--- src/rtl/dma_cpy_pkg.sv ---
package dma_cpy_pkg;

  localparam int CFG_REP_BIT = 2;
  localparam int CFG_WSZ_LSB = 24;
  localparam int CFG_RSZ_LSB = 28;

  typedef enum logic [2:0] {
    ST_IDLE,
    ST_RD,
    ST_RWAIT,
    ST_WLD,
    ST_WR
  } seq_st_t;

endpackage

--- src/rtl/dma_cpy_vet.sv ---
module dma_cpy_vet #(
  parameter int CNT_W   = 32,
  parameter int MAX_LOG = 6
) (
  input  logic [7:0]       sz_fields,
  input  logic [CNT_W-1:0] bytes,
  output logic             ok,
  output logic [2:0]       sz_clamped
);

  logic [3:0]       wsz;
  logic [3:0]       rsz;
  logic [CNT_W-1:0] mask;

  always_comb begin
    wsz = sz_fields[3:0];
    rsz = sz_fields[7:4];
    if (wsz > 4'(MAX_LOG)) sz_clamped = 3'(MAX_LOG);
    else                   sz_clamped = wsz[2:0];
    mask = (CNT_W'(1) << sz_clamped) - CNT_W'(1);
    ok   = (bytes != '0) && (wsz == rsz) && ((bytes & mask) == '0);
  end

endmodule

--- src/rtl/dma_cpy_stage.sv ---
module dma_cpy_stage #(
  parameter int DATA_W = 64,
  parameter int DEPTH  = 8,
  parameter int IW     = 3
) (
  input  logic              clk,
  input  logic              wr_en,
  input  logic [IW-1:0]     wr_idx,
  input  logic [DATA_W-1:0] wr_data,
  input  logic              rd_en,
  input  logic [IW-1:0]     rd_idx,
  output logic [DATA_W-1:0] rd_data
);

  logic [DATA_W-1:0] mem [DEPTH];

  always_ff @(posedge clk) begin
    if (wr_en) mem[wr_idx] <= wr_data;
  end

  always_ff @(posedge clk) begin
    if (rd_en) rd_data <= mem[rd_idx];
  end

endmodule

--- src/rtl/dma_cpy_seq.sv ---
module dma_cpy_seq
  import dma_cpy_pkg::*;
#(
  parameter int ADDR_W   = 32,
  parameter int CNT_W    = 32,
  parameter int DATA_W   = 64,
  parameter int LOG_BEAT = 3,
  parameter int IW       = 3
) (
  input  logic              clk,
  input  logic              rst,
  input  logic              start,
  input  logic [31:0]       nxt_cfg,
  input  logic [CNT_W-1:0]  nxt_bytes,
  input  logic [ADDR_W-1:0] nxt_dst,
  input  logic [ADDR_W-1:0] nxt_src,
  input  logic              vet_ok,
  input  logic [2:0]        vet_sz,
  output logic              busy,
  output logic              flag_done,
  output logic              flag_err,
  output logic              run_clr,
  output logic [31:0]       exec_cfg,
  output logic [CNT_W-1:0]  exec_bytes,
  output logic [ADDR_W-1:0] exec_dst,
  output logic [ADDR_W-1:0] exec_src,
  output logic              mem_req_valid,
  input  logic              mem_req_ready,
  output logic              mem_req_write,
  output logic [ADDR_W-1:0] mem_req_addr,
  output logic [2:0]        mem_req_size,
  input  logic              mem_rsp_valid,
  input  logic [DATA_W-1:0] mem_rsp_rdata,
  output logic              buf_wr_en,
  output logic [IW-1:0]     buf_wr_idx,
  output logic [DATA_W-1:0] buf_wr_data,
  output logic              buf_rd_en,
  output logic [IW-1:0]     buf_rd_idx
);

  seq_st_t           st;
  logic [2:0]        sz_q;
  logic [2:0]        lb_q;
  logic [IW-1:0]     beat_q;
  logic [IW-1:0]     last_beat;
  logic              rep_q;
  logic [ADDR_W-1:0] rd_ptr;
  logic [ADDR_W-1:0] wr_ptr;
  logic [CNT_W-1:0]  org_bytes;
  logic [ADDR_W-1:0] org_dst;
  logic [ADDR_W-1:0] org_src;
  logic [2:0]        lb_start;
  logic [6:0]        span;
  logic [ADDR_W-1:0] beat_b;
  logic [ADDR_W-1:0] txn_a;
  logic [CNT_W-1:0]  txn_c;
  logic              last_txn;

  always_comb begin
    if (vet_sz > 3'(LOG_BEAT)) lb_start = 3'(LOG_BEAT);
    else                       lb_start = vet_sz;
    span      = 7'd1 << (sz_q - lb_q);
    last_beat = IW'(span - 7'd1);
    beat_b    = ADDR_W'(1) << lb_q;
    txn_a     = ADDR_W'(1) << sz_q;
    txn_c     = CNT_W'(1) << sz_q;
    last_txn  = (exec_bytes == txn_c);
  end

  always_comb begin
    mem_req_valid = (st == ST_RD) || (st == ST_WR);
    mem_req_write = (st == ST_WR);
    mem_req_addr  = (st == ST_WR) ? wr_ptr : rd_ptr;
    mem_req_size  = lb_q;
    buf_wr_en     = (st == ST_RWAIT) && mem_rsp_valid;
    buf_wr_idx    = beat_q;
    buf_wr_data   = mem_rsp_rdata;
    buf_rd_en     = (st == ST_WLD);
    buf_rd_idx    = beat_q;
  end

  always_ff @(posedge clk) begin
    if (rst) begin
      st         <= ST_IDLE;
      busy       <= 1'b0;
      flag_done  <= 1'b0;
      flag_err   <= 1'b0;
      run_clr    <= 1'b0;
      exec_cfg   <= '0;
      exec_bytes <= '0;
      exec_dst   <= '0;
      exec_src   <= '0;
      org_bytes  <= '0;
      org_dst    <= '0;
      org_src    <= '0;
      rep_q      <= 1'b0;
      sz_q       <= '0;
      lb_q       <= '0;
      beat_q     <= '0;
      rd_ptr     <= '0;
      wr_ptr     <= '0;
    end else begin
      run_clr <= 1'b0;
      case (st)
        ST_IDLE: begin
          if (start) begin
            if (vet_ok) begin
              flag_done  <= 1'b0;
              flag_err   <= 1'b0;
              exec_cfg   <= nxt_cfg;
              exec_bytes <= nxt_bytes;
              exec_dst   <= nxt_dst;
              exec_src   <= nxt_src;
              org_bytes  <= nxt_bytes;
              org_dst    <= nxt_dst;
              org_src    <= nxt_src;
              rep_q      <= nxt_cfg[CFG_REP_BIT];
              sz_q       <= vet_sz;
              lb_q       <= lb_start;
              rd_ptr     <= nxt_src;
              wr_ptr     <= nxt_dst;
              beat_q     <= '0;
              busy       <= 1'b1;
              st         <= ST_RD;
            end else begin
              flag_err <= 1'b1;
            end
          end
        end
        ST_RD: begin
          if (mem_req_ready) begin
            rd_ptr <= rd_ptr + beat_b;
            st     <= ST_RWAIT;
          end
        end
        ST_RWAIT: begin
          if (mem_rsp_valid) begin
            if (beat_q == last_beat) begin
              beat_q <= '0;
              st     <= ST_WLD;
            end else begin
              beat_q <= beat_q + IW'(1);
              st     <= ST_RD;
            end
          end
        end
        ST_WLD: begin
          st <= ST_WR;
        end
        ST_WR: begin
          if (mem_req_ready) begin
            wr_ptr <= wr_ptr + beat_b;
            if (beat_q == last_beat) begin
              beat_q     <= '0;
              exec_src   <= exec_src + txn_a;
              exec_dst   <= exec_dst + txn_a;
              exec_bytes <= exec_bytes - txn_c;
              if (last_txn) begin
                busy      <= 1'b0;
                flag_done <= 1'b1;
                run_clr   <= 1'b1;
                st        <= ST_IDLE;
                if (rep_q) begin
                  exec_bytes <= org_bytes;
                  exec_dst   <= org_dst;
                  exec_src   <= org_src;
                end
              end else begin
                st <= ST_RD;
              end
            end else begin
              beat_q <= beat_q + IW'(1);
              st     <= ST_WLD;
            end
          end
        end
        default: st <= ST_IDLE;
      endcase
    end
  end

endmodule

--- src/rtl/dma_cpy_engine.sv ---
module dma_cpy_engine #(
  parameter int ADDR_W  = 32,
  parameter int CNT_W   = 32,
  parameter int DATA_W  = 64,
  parameter int MAX_LOG = 6
) (
  input  logic              clk,
  input  logic              rst,
  input  logic              start,
  input  logic [31:0]       nxt_cfg,
  input  logic [CNT_W-1:0]  nxt_bytes,
  input  logic [ADDR_W-1:0] nxt_dst,
  input  logic [ADDR_W-1:0] nxt_src,
  output logic              busy,
  output logic              flag_done,
  output logic              flag_err,
  output logic              run_clr,
  output logic [31:0]       exec_cfg,
  output logic [CNT_W-1:0]  exec_bytes,
  output logic [ADDR_W-1:0] exec_dst,
  output logic [ADDR_W-1:0] exec_src,
  output logic              mem_req_valid,
  input  logic              mem_req_ready,
  output logic              mem_req_write,
  output logic [ADDR_W-1:0] mem_req_addr,
  output logic [2:0]        mem_req_size,
  output logic [DATA_W-1:0] mem_req_wdata,
  input  logic              mem_rsp_valid,
  input  logic [DATA_W-1:0] mem_rsp_rdata
);

  localparam int BEAT_B   = DATA_W / 8;
  localparam int LOG_BEAT = $clog2(BEAT_B);
  localparam int DEPTH    = (1 << MAX_LOG) / BEAT_B;
  localparam int IW       = (DEPTH > 1) ? $clog2(DEPTH) : 1;

  logic              vet_ok;
  logic [2:0]        vet_sz;
  logic              buf_wr_en;
  logic [IW-1:0]     buf_wr_idx;
  logic [DATA_W-1:0] buf_wr_data;
  logic              buf_rd_en;
  logic [IW-1:0]     buf_rd_idx;

  dma_cpy_vet #(
    .CNT_W  (CNT_W),
    .MAX_LOG(MAX_LOG)
  ) u_vet (
    .sz_fields (nxt_cfg[31:24]),
    .bytes     (nxt_bytes),
    .ok        (vet_ok),
    .sz_clamped(vet_sz)
  );

  dma_cpy_stage #(
    .DATA_W(DATA_W),
    .DEPTH (DEPTH),
    .IW    (IW)
  ) u_stage (
    .clk    (clk),
    .wr_en  (buf_wr_en),
    .wr_idx (buf_wr_idx),
    .wr_data(buf_wr_data),
    .rd_en  (buf_rd_en),
    .rd_idx (buf_rd_idx),
    .rd_data(mem_req_wdata)
  );

  dma_cpy_seq #(
    .ADDR_W  (ADDR_W),
    .CNT_W   (CNT_W),
    .DATA_W  (DATA_W),
    .LOG_BEAT(LOG_BEAT),
    .IW      (IW)
  ) u_seq (
    .clk          (clk),
    .rst          (rst),
    .start        (start),
    .nxt_cfg      (nxt_cfg),
    .nxt_bytes    (nxt_bytes),
    .nxt_dst      (nxt_dst),
    .nxt_src      (nxt_src),
    .vet_ok       (vet_ok),
    .vet_sz       (vet_sz),
    .busy         (busy),
    .flag_done    (flag_done),
    .flag_err     (flag_err),
    .run_clr      (run_clr),
    .exec_cfg     (exec_cfg),
    .exec_bytes   (exec_bytes),
    .exec_dst     (exec_dst),
    .exec_src     (exec_src),
    .mem_req_valid(mem_req_valid),
    .mem_req_ready(mem_req_ready),
    .mem_req_write(mem_req_write),
    .mem_req_addr (mem_req_addr),
    .mem_req_size (mem_req_size),
    .mem_rsp_valid(mem_rsp_valid),
    .mem_rsp_rdata(mem_rsp_rdata),
    .buf_wr_en    (buf_wr_en),
    .buf_wr_idx   (buf_wr_idx),
    .buf_wr_data  (buf_wr_data),
    .buf_rd_en    (buf_rd_en),
    .buf_rd_idx   (buf_rd_idx)
  );

endmodule

--- config.mk ---
export PLATFORM = sky130hd
export DESIGN_NAME = dma_cpy_engine
export DESIGN_NICKNAME = d
export VERILOG_FILES = /design/src/rtl/dma_cpy_pkg.sv /design/src/rtl/dma_cpy_vet.sv /design/src/rtl/dma_cpy_stage.sv /design/src/rtl/dma_cpy_seq.sv /design/src/rtl/dma_cpy_engine.sv
export SDC_FILE = /design/constraint.sdc
export NUM_CORES = 1
export LEC_CHECK = 0
export BUFFER_PORTS_ARGS = -buffer_cell sky130_fd_sc_hd__clkbuf_2
export CAP_MARGIN = 20
export CORE_ASPECT_RATIO = 2
export CORE_MARGIN = 4
export CORE_UTILIZATION = 30
export DETAILED_ROUTE_END_ITERATION = 12
export SETUP_SLACK_MARGIN = 0.02
export SKIP_CTS_REPAIR_TIMING = 1
export SYNTH_ARGS = -nofsm -noshare
export SYNTH_HDL_FRONTEND = slang
export SYNTH_SLANG_ARGS = --single-unit
--- constraint.sdc ---
create_clock -name clk -period 8.7 [get_ports clk]
set_clock_uncertainty 0.05 [all_clocks]
set_input_delay 0.87 -clock clk [delete_from_list [all_inputs] [get_ports clk]]
set_output_delay 0.87 -clock clk [all_outputs]
set_load 0.02 [all_outputs]
==> results.py, run 1 <==
metrics = {
    "run_status": {
        "status": "complete, no violations",
    },
    "clock_network": {
        "clockRootBuffer": "clkbuf_16",
        "cts_tree": "built",
        "h-tree-depth": 3,
        "clockBufferDepth": 3,
        "clock_latency_ps": 680,
        "clkSlewWorstSetupHoldPaths_ps": 70,
        "clock-sinks": 880,
        "cts_buffers": 81,
    },
    "global_route": {
        "grt_pass1_vias": 29900,
        "track_usage_pct": 20.1,
        "grt_pass1_wl_um": 199000,
        "antenna_found_initial": 8,
        "grt_max_degree": 84,
        "overflow": 0,
    },
    "worst_setup_path": {
        "critical_path.reg2reg.endpoint": "u_seq.exec_dst[9]$_SDFFE_PP0P_",
        "required_ps": 9190,
        "cp-startpoint": "u_seq.sz_q[0]$_SDFFE_PP0P_",
        "criticalPathCategory": "reg -> reg",
        "critPathMaxFanout": 51,
        "endpoint_kind": "flop",
        "ff2ff_setup_slack_ps": 3700,
        "crit_end": "u_seq.exec_dst[9]$_SDFFE_PP0P_",
        "crit_arrival_ps": 5480,
        "reg2reg_from": "u_seq.sz_q[0]$_SDFFE_PP0P_",
        "critPathLaunchType": "flop",
        "reg2reg_depth": 12,
    },
    "placed_design": {
        "place_inst": 5349,
        "place_area_um2": 41600,
        "port_buffers": 429,
        "dp_hpwl_um": 92400,
        "routabilityCongestion": 0.939,
    },
    "sta": {
        "rsz0062_at_grt": "false",
        "final-hold-violation-count": 0,
        "setup_violations": 0,
        "tightest_slew_ps": 1130,
        "min_period_ps": 5000,
        "relSlewSlack_pct": 24.5,
        "finalMaxSlewViolations": 0,
        "fin_tns_setup_ps": 0,
        "fmax_ghz": 0.200,
        "final.period_utilization_pct": 57.4,
    },
    "job": {
        "cap_violations": 0,
    },
    "logic_synthesis": {
        "synth_flop_cell": "edfxtp_1",
        "synthTopCellsByCount": "edfxtp_1 (576), nand2_1 (543), dfxtp_1 (304)",
        "synth.top_cells.by_area": "edfxtp_1 (46%), dfxtp_1 (16%), nand2_1 (5.4%)",
        "avgSynthCellArea_um2": 11.0,
        "syn_inst": 3420,
        "yosysTopAreaCell": "edfxtp_1",
        "ys_warn_count": 0,
        "netlist.area_leader.share_pct": 45.9,
        "ys_ff_latch": 880,
        "synth_cell_types": 80,
        "synth_nets": 3668,
        "async_reset_ff_share_pct": 0,
        "yosysMostFrequentCell": "edfxtp_1",
        "ys_seq_area_share_pct": 62.1,
        "synth_edf_count": 576,
        "netlist_area_um2": 37700,
    },
    "route": {
        "ant_nets": 0,
        "viasPerCell": 5.52,
        "routedWlPerCell_um": 25.1,
        "wl_met2_um": 69300,
        "vias": 30400,
        "first_iter_violations": 2928,
        "drc": 0,
        "wl_met3_um": 11400,
        "top_layer_used": "met5",
        "routed_wirelength_um": 138000,
        "firstDrtPassIters": 7,
        "wl_met1_um": 47600,
    },
    "layout": {
        "final_core_util_pct": 35.6,
        "fin_area_um2": 44400,
        "nNetsFinal": 4018,
        "area_growth_pct": 17.9,
        "drive_gt1_share_pct": 17.5,
        "stdcell_count": 5504,
    },
    "floorplan": {
        "die_y_um": 509,
        "die_area_um2": 132000,
        "core_um2": 125000,
        "io_pins": 430,
        "die_w_um": 259,
        "rows": 183,
        "initial_utilization_pct": 30.2,
    },
    "power": {
        "p_leak_nw": 15.1,
        "p_total_mw": 8.36,
        "ir_drop_mv": 0.185,
        "pwr_density_cell_nw_per_um2": 188,
    },
    "worst_hold_path": {
        "min_path_type": "in -> reg",
    },
}
[registers in the layout, indices dropped and copies added (netlist names)]
name	cells
u_seq.buf_rd_idx	3
u_seq.busy	1
u_seq.exec_bytes	32
u_seq.exec_cfg	32
u_seq.exec_dst	32
u_seq.exec_src	32
u_seq.flag_done	1
u_seq.flag_err	1
u_seq.mem_req_size	3
u_seq.org_bytes	32
u_seq.org_dst	32
u_seq.org_src	32
u_seq.rd_ptr	32
u_seq.run_clr	1
u_seq.st	3
u_seq.sz_q	3
u_seq.wr_ptr	32
u_stage.mem	512
u_stage.rd_data	64
[placed cells by master (no fill, tap or decap), types with 32 or more instances in the layout]
cell and count:
nor3_1 66, nand4_1 86, nand3_1 72, buf_4 71, a21oi_1 302, nor2_1 128, o21ai_0 165, nand2_1 541
o211ai_1 52, a211oi_1 44, clkbuf_2 429, clkbuf_16 82, dfxtp_1 304, edfxtp_1 576, a22oi_1 262, inv_1 55
nor4_1 32, ha_1 45
[report_power, final]
part / internal (mW) / switching, mW
combinational: 0.0578 / 0.134
sequential: 4.44 / 0.00244
clock: 2.06 / 1.67
[kinds of logic after synthesis]
| logic type | Yosys count | share of synthesized area (%) |
|---|---|---|
| DFF | 880 | 62.1 |
| xor gates and xnor gates | 33 | 0.804 |
| AOI/OAI and AO/OA | 1062 | 18.5 |
| other | 2 | 0.0199 |
| adders and majority gates | 51 | 1.81 |
| buffers and inverters | 294 | 3.13 |
| and+or+nand+nor | 1089 | 13.4 |
| muxes | 9 | 0.249 |
[how the worst min path moves through the flow]
stage	endpoint	cells after the start	startpoint
after global placement	u_seq.org_src[17]$_SDFFE_PP0P_	2	u_seq.org_src[17]$_SDFFE_PP0P_
after CTS	u_seq.exec_cfg[13]$_SDFFE_PP0P_	3	nxt_cfg[13]
after detailed placement	u_seq.org_src[17]$_SDFFE_PP0P_	2	u_seq.org_src[17]$_SDFFE_PP0P_
after floorplan	u_seq.org_src[17]$_SDFFE_PP0P_	2	u_seq.org_src[17]$_SDFFE_PP0P_
final	u_seq.exec_cfg[19]$_SDFFE_PP0P_	3	nxt_cfg[19]
after global routing	u_seq.exec_cfg[1]$_SDFFE_PP0P_	3	nxt_cfg[1]
[through the flow]
step                setup WS, ps  hold WS, ps
finish                      3700          360
global route                3700          357
CTS                         4040          306
detailed placement          3660          390
global placement            3720          386
floorplan                    787          377
[critical path, stage by stage, from the launching register on]
cell and delay (ps):
dfxtp_1 430, inv_1 120, or3_1 500, ha_1 360, and4b_1 230, nand4_1 580
or4_1 850, buf_4 330, nand2_2 120, buf_4 540, a21oi_1 90, a2111oi_0 440
nor3_1 100
[per-layer routing]
metal	up-vias	track usage [%]
li1	13700	-
met1	14800	21.4
met2	1505	35.8
met3	384	4.31
met4	2	13.0
met5	-	0
[area by class of cell]
| cell class | count | area (um^2) |
|---|---|---|
| Fill cell | 12500 | 80200 |
| Multi-Input combinational cell | 2246 | 13300 |
| Tap cell | 1665 | 2080 |
| Antenna cell | 4 | 10.0 |
| Timing Repair Buffer | 504 | 2740 |
| Clock inverter | 35 | 479 |
| Inverter | 57 | 216 |
| Sequential cell | 880 | 23400 |
| Clock buffer | 113 | 2240 |
Power figures use the tool's default switching activity.
==> run 2: changes to the inputs <==
==> constraint.sdc (replaced) <==
create_clock -name clk -period 4.4 [get_ports clk]
set_clock_uncertainty 0.05 [all_clocks]
set_input_delay 0.44 -clock clk [delete_from_list [all_inputs] [get_ports clk]]
set_output_delay 0.44 -clock clk [all_outputs]
set_load 0.02 [all_outputs]
==> run 2 against run 1 <==
Compared with the run above:
- routed wire length grew 0.66%
- power grew 99%
- critical path depth grew 4
- first-iteration DRC count shrank 5.1%
- non-clock buffer count grew 152
- core utilization grew 1.5 points
- sequential cell count is the same
- global-route usage is essentially flat
==> results.py, run 2 (synthesized netlist as in run 1, its figures left out) <==
metrics = {
    "run_status": {
        "status": "complete, no violations",
    },
    "worst_setup_path": {
        "endpoint_kind": "flop",
        "critPathLaunchType": "flop",
        "cpPeakStageDelay_ps": 610,
        "cp_top_family": "compound AO/OA/AOI/OAI gates",
        "cp_num_buf_inv": 4,
        "cp_cell_sequence": "inv_1, ha_1, inv_1, fa_1, xnor3_1, nor2_1, nand2_1, ha_1, xnor2_1, or3_1, a221o_1, o21ai_4, buf_12, buf_12, nor2_1, a311oi_1",
        "crit_arrival_ps": 4650,
        "cp_slowest_cell": "a221o_1",
        "criticalPathCategory": "reg -> reg",
        "required_ps": 4920,
        "critPathMaxFanout": 38,
    },
    "floorplan": {
        "die_w_um": 259,
        "core_um2": 125000,
        "io_pins": 430,
        "rows": 183,
        "die_area_um2": 132000,
        "die_y_um": 509,
        "initial_utilization_pct": 30.2,
    },
    "sta": {
        "rsz0062_at_grt": "false",
        "final-hold-violation-count": 0,
        "min_period_ps": 4140,
        "setup_violations": 0,
        "fmax_ghz": 0.242,
        "final.period_utilization_pct": 94.0,
        "relSlewSlack_pct": 21.2,
        "finalMaxSlewViolations": 0,
        "tightest_slew_ps": 1170,
    },
    "route": {
        "drc": 0,
        "vias": 31100,
        "firstDrtPassIters": 8,
        "routed_wirelength_um": 139000,
        "first_iter_violations": 2778,
        "viasPerCell": 5.50,
        "ant_nets": 0,
        "routedWlPerCell_um": 24.6,
    },
    "global_route": {
        "antenna_found_initial": 6,
        "grt_max_degree": 113,
        "grt_pass1_vias": 30200,
        "overflow": 0,
        "grt_pass1_wl_um": 199000,
        "track_usage_pct": 20.1,
    },
    "layout": {
        "nNetsFinal": 4170,
        "stdcell_count": 5656,
        "top_regs": "u_stage.mem (512), u_stage.rd_data (64)",
        "top_register": "u_stage.mem",
        "layout_commonest_cell": "edfxtp_1",
        "layout_common_cells": "edfxtp_1 (576), nand2_1 (541), clkbuf_2 (428), dfxtp_1 (304), a21oi_1 (302)",
        "area_growth_pct": 22.8,
        "fin_area_um2": 46200,
        "drive_gt1_share_pct": 17.9,
        "largest_reg_flops": 512,
    },
    "clock_network": {
        "h-tree-depth": 3,
        "cts_buffers": 81,
        "clock-sinks": 880,
        "clockRootBuffer": "clkbuf_16",
        "clockBufferDepth": 3,
        "clock_latency_ps": 670,
        "clkSlewWorstSetupHoldPaths_ps": 70,
        "cts_tree": "built",
    },
    "power": {
        "p_total_mw": 16.7,
        "p_leak_nw": 15.8,
        "pwr_density_cell_nw_per_um2": 360,
        "ir_drop_mv": 0.377,
    },
    "worst_hold_path": {
        "min_path_type": "in -> reg",
    },
    "placed_design": {
        "place_inst": 5385,
        "port_buffers": 429,
        "routabilityCongestion": 0.953,
        "place_area_um2": 42300,
        "dp_hpwl_um": 92600,
    },
    "job": {
        "cap_violations": 0,
    },
}
==> run 2: worst reg2reg max path: stages (launching register included) <==
cell and delay (ps):
dfxtp_1 370, inv_1 130, ha_1 170, inv_1 50, fa_1 380, xnor3_1 250, nor2_1 150, nand2_1 70
ha_1 210, xnor2_1 130, or3_1 310, a221o_1 610, o21ai_4 360, buf_12 260, buf_12 240, nor2_1 70
a311oi_1 220
==> run 2: final timing paths <==
check / from / to / slack (ps) / depth (start not counted)
max reg2reg: u_seq.sz_q[0]$_SDFFE_PP0P_ / u_seq.exec_dst[1]$_SDFFE_PP0P_ / 260 / 16
min: mem_rsp_rdata[11] / u_stage.mem[4][11]$_DFFE_PP_ / 3 / 1
min reg2reg: u_seq.exec_cfg[16]$_SDFFE_PP0P_ / u_seq.exec_cfg[16]$_SDFFE_PP0P_ / 400 / 2
max: u_seq.sz_q[0]$_SDFFE_PP0P_ / u_seq.exec_dst[1]$_SDFFE_PP0P_ / 260 / 16
==> run 2: metal layers <==
metal	global-route usage, %	wire (um)
met2	35.6	69200
met4	13.9	10700
met5	0	0
met3	4.61	10800
met1	21.0	48400
==> run 2: through the flow <==
stage	hold slack, ps	util, %	setup slack (ps)	setup TNS (ps)
after floorplan	377	-	-1700	-322470
after global placement	386	33.9	513	0
after detailed placement	393	33.9	447	0
after CTS	-143	36.1	413	0
after global routing	0.286	37.1	60.0	0
final	2.71	37.1	264	0
==> run 2: power breakdown <==
| part | total, mW | internal (mW) | switching [mW] |
|---|---|---|---|
| logic | 0.483 | 0.187 | 0.296 |
| registers | 8.78 | 8.77 | 0.00327 |
| clock network | 7.40 | 4.09 | 3.31 |
==> run 2: cell type report <==
| class | instances | area (um^2) |
|---|---|---|
| diodes | 4 | 10.0 |
| fillers | 12200 | 78300 |
| multi-input cells | 2246 | 13300 |
| repair buffers | 656 | 4520 |
| clock inverters | 48 | 591 |
| well taps | 1665 | 2080 |
| flip-flops and latches | 880 | 23400 |
| inverters | 57 | 216 |
| clock buffers | 100 | 2160 |
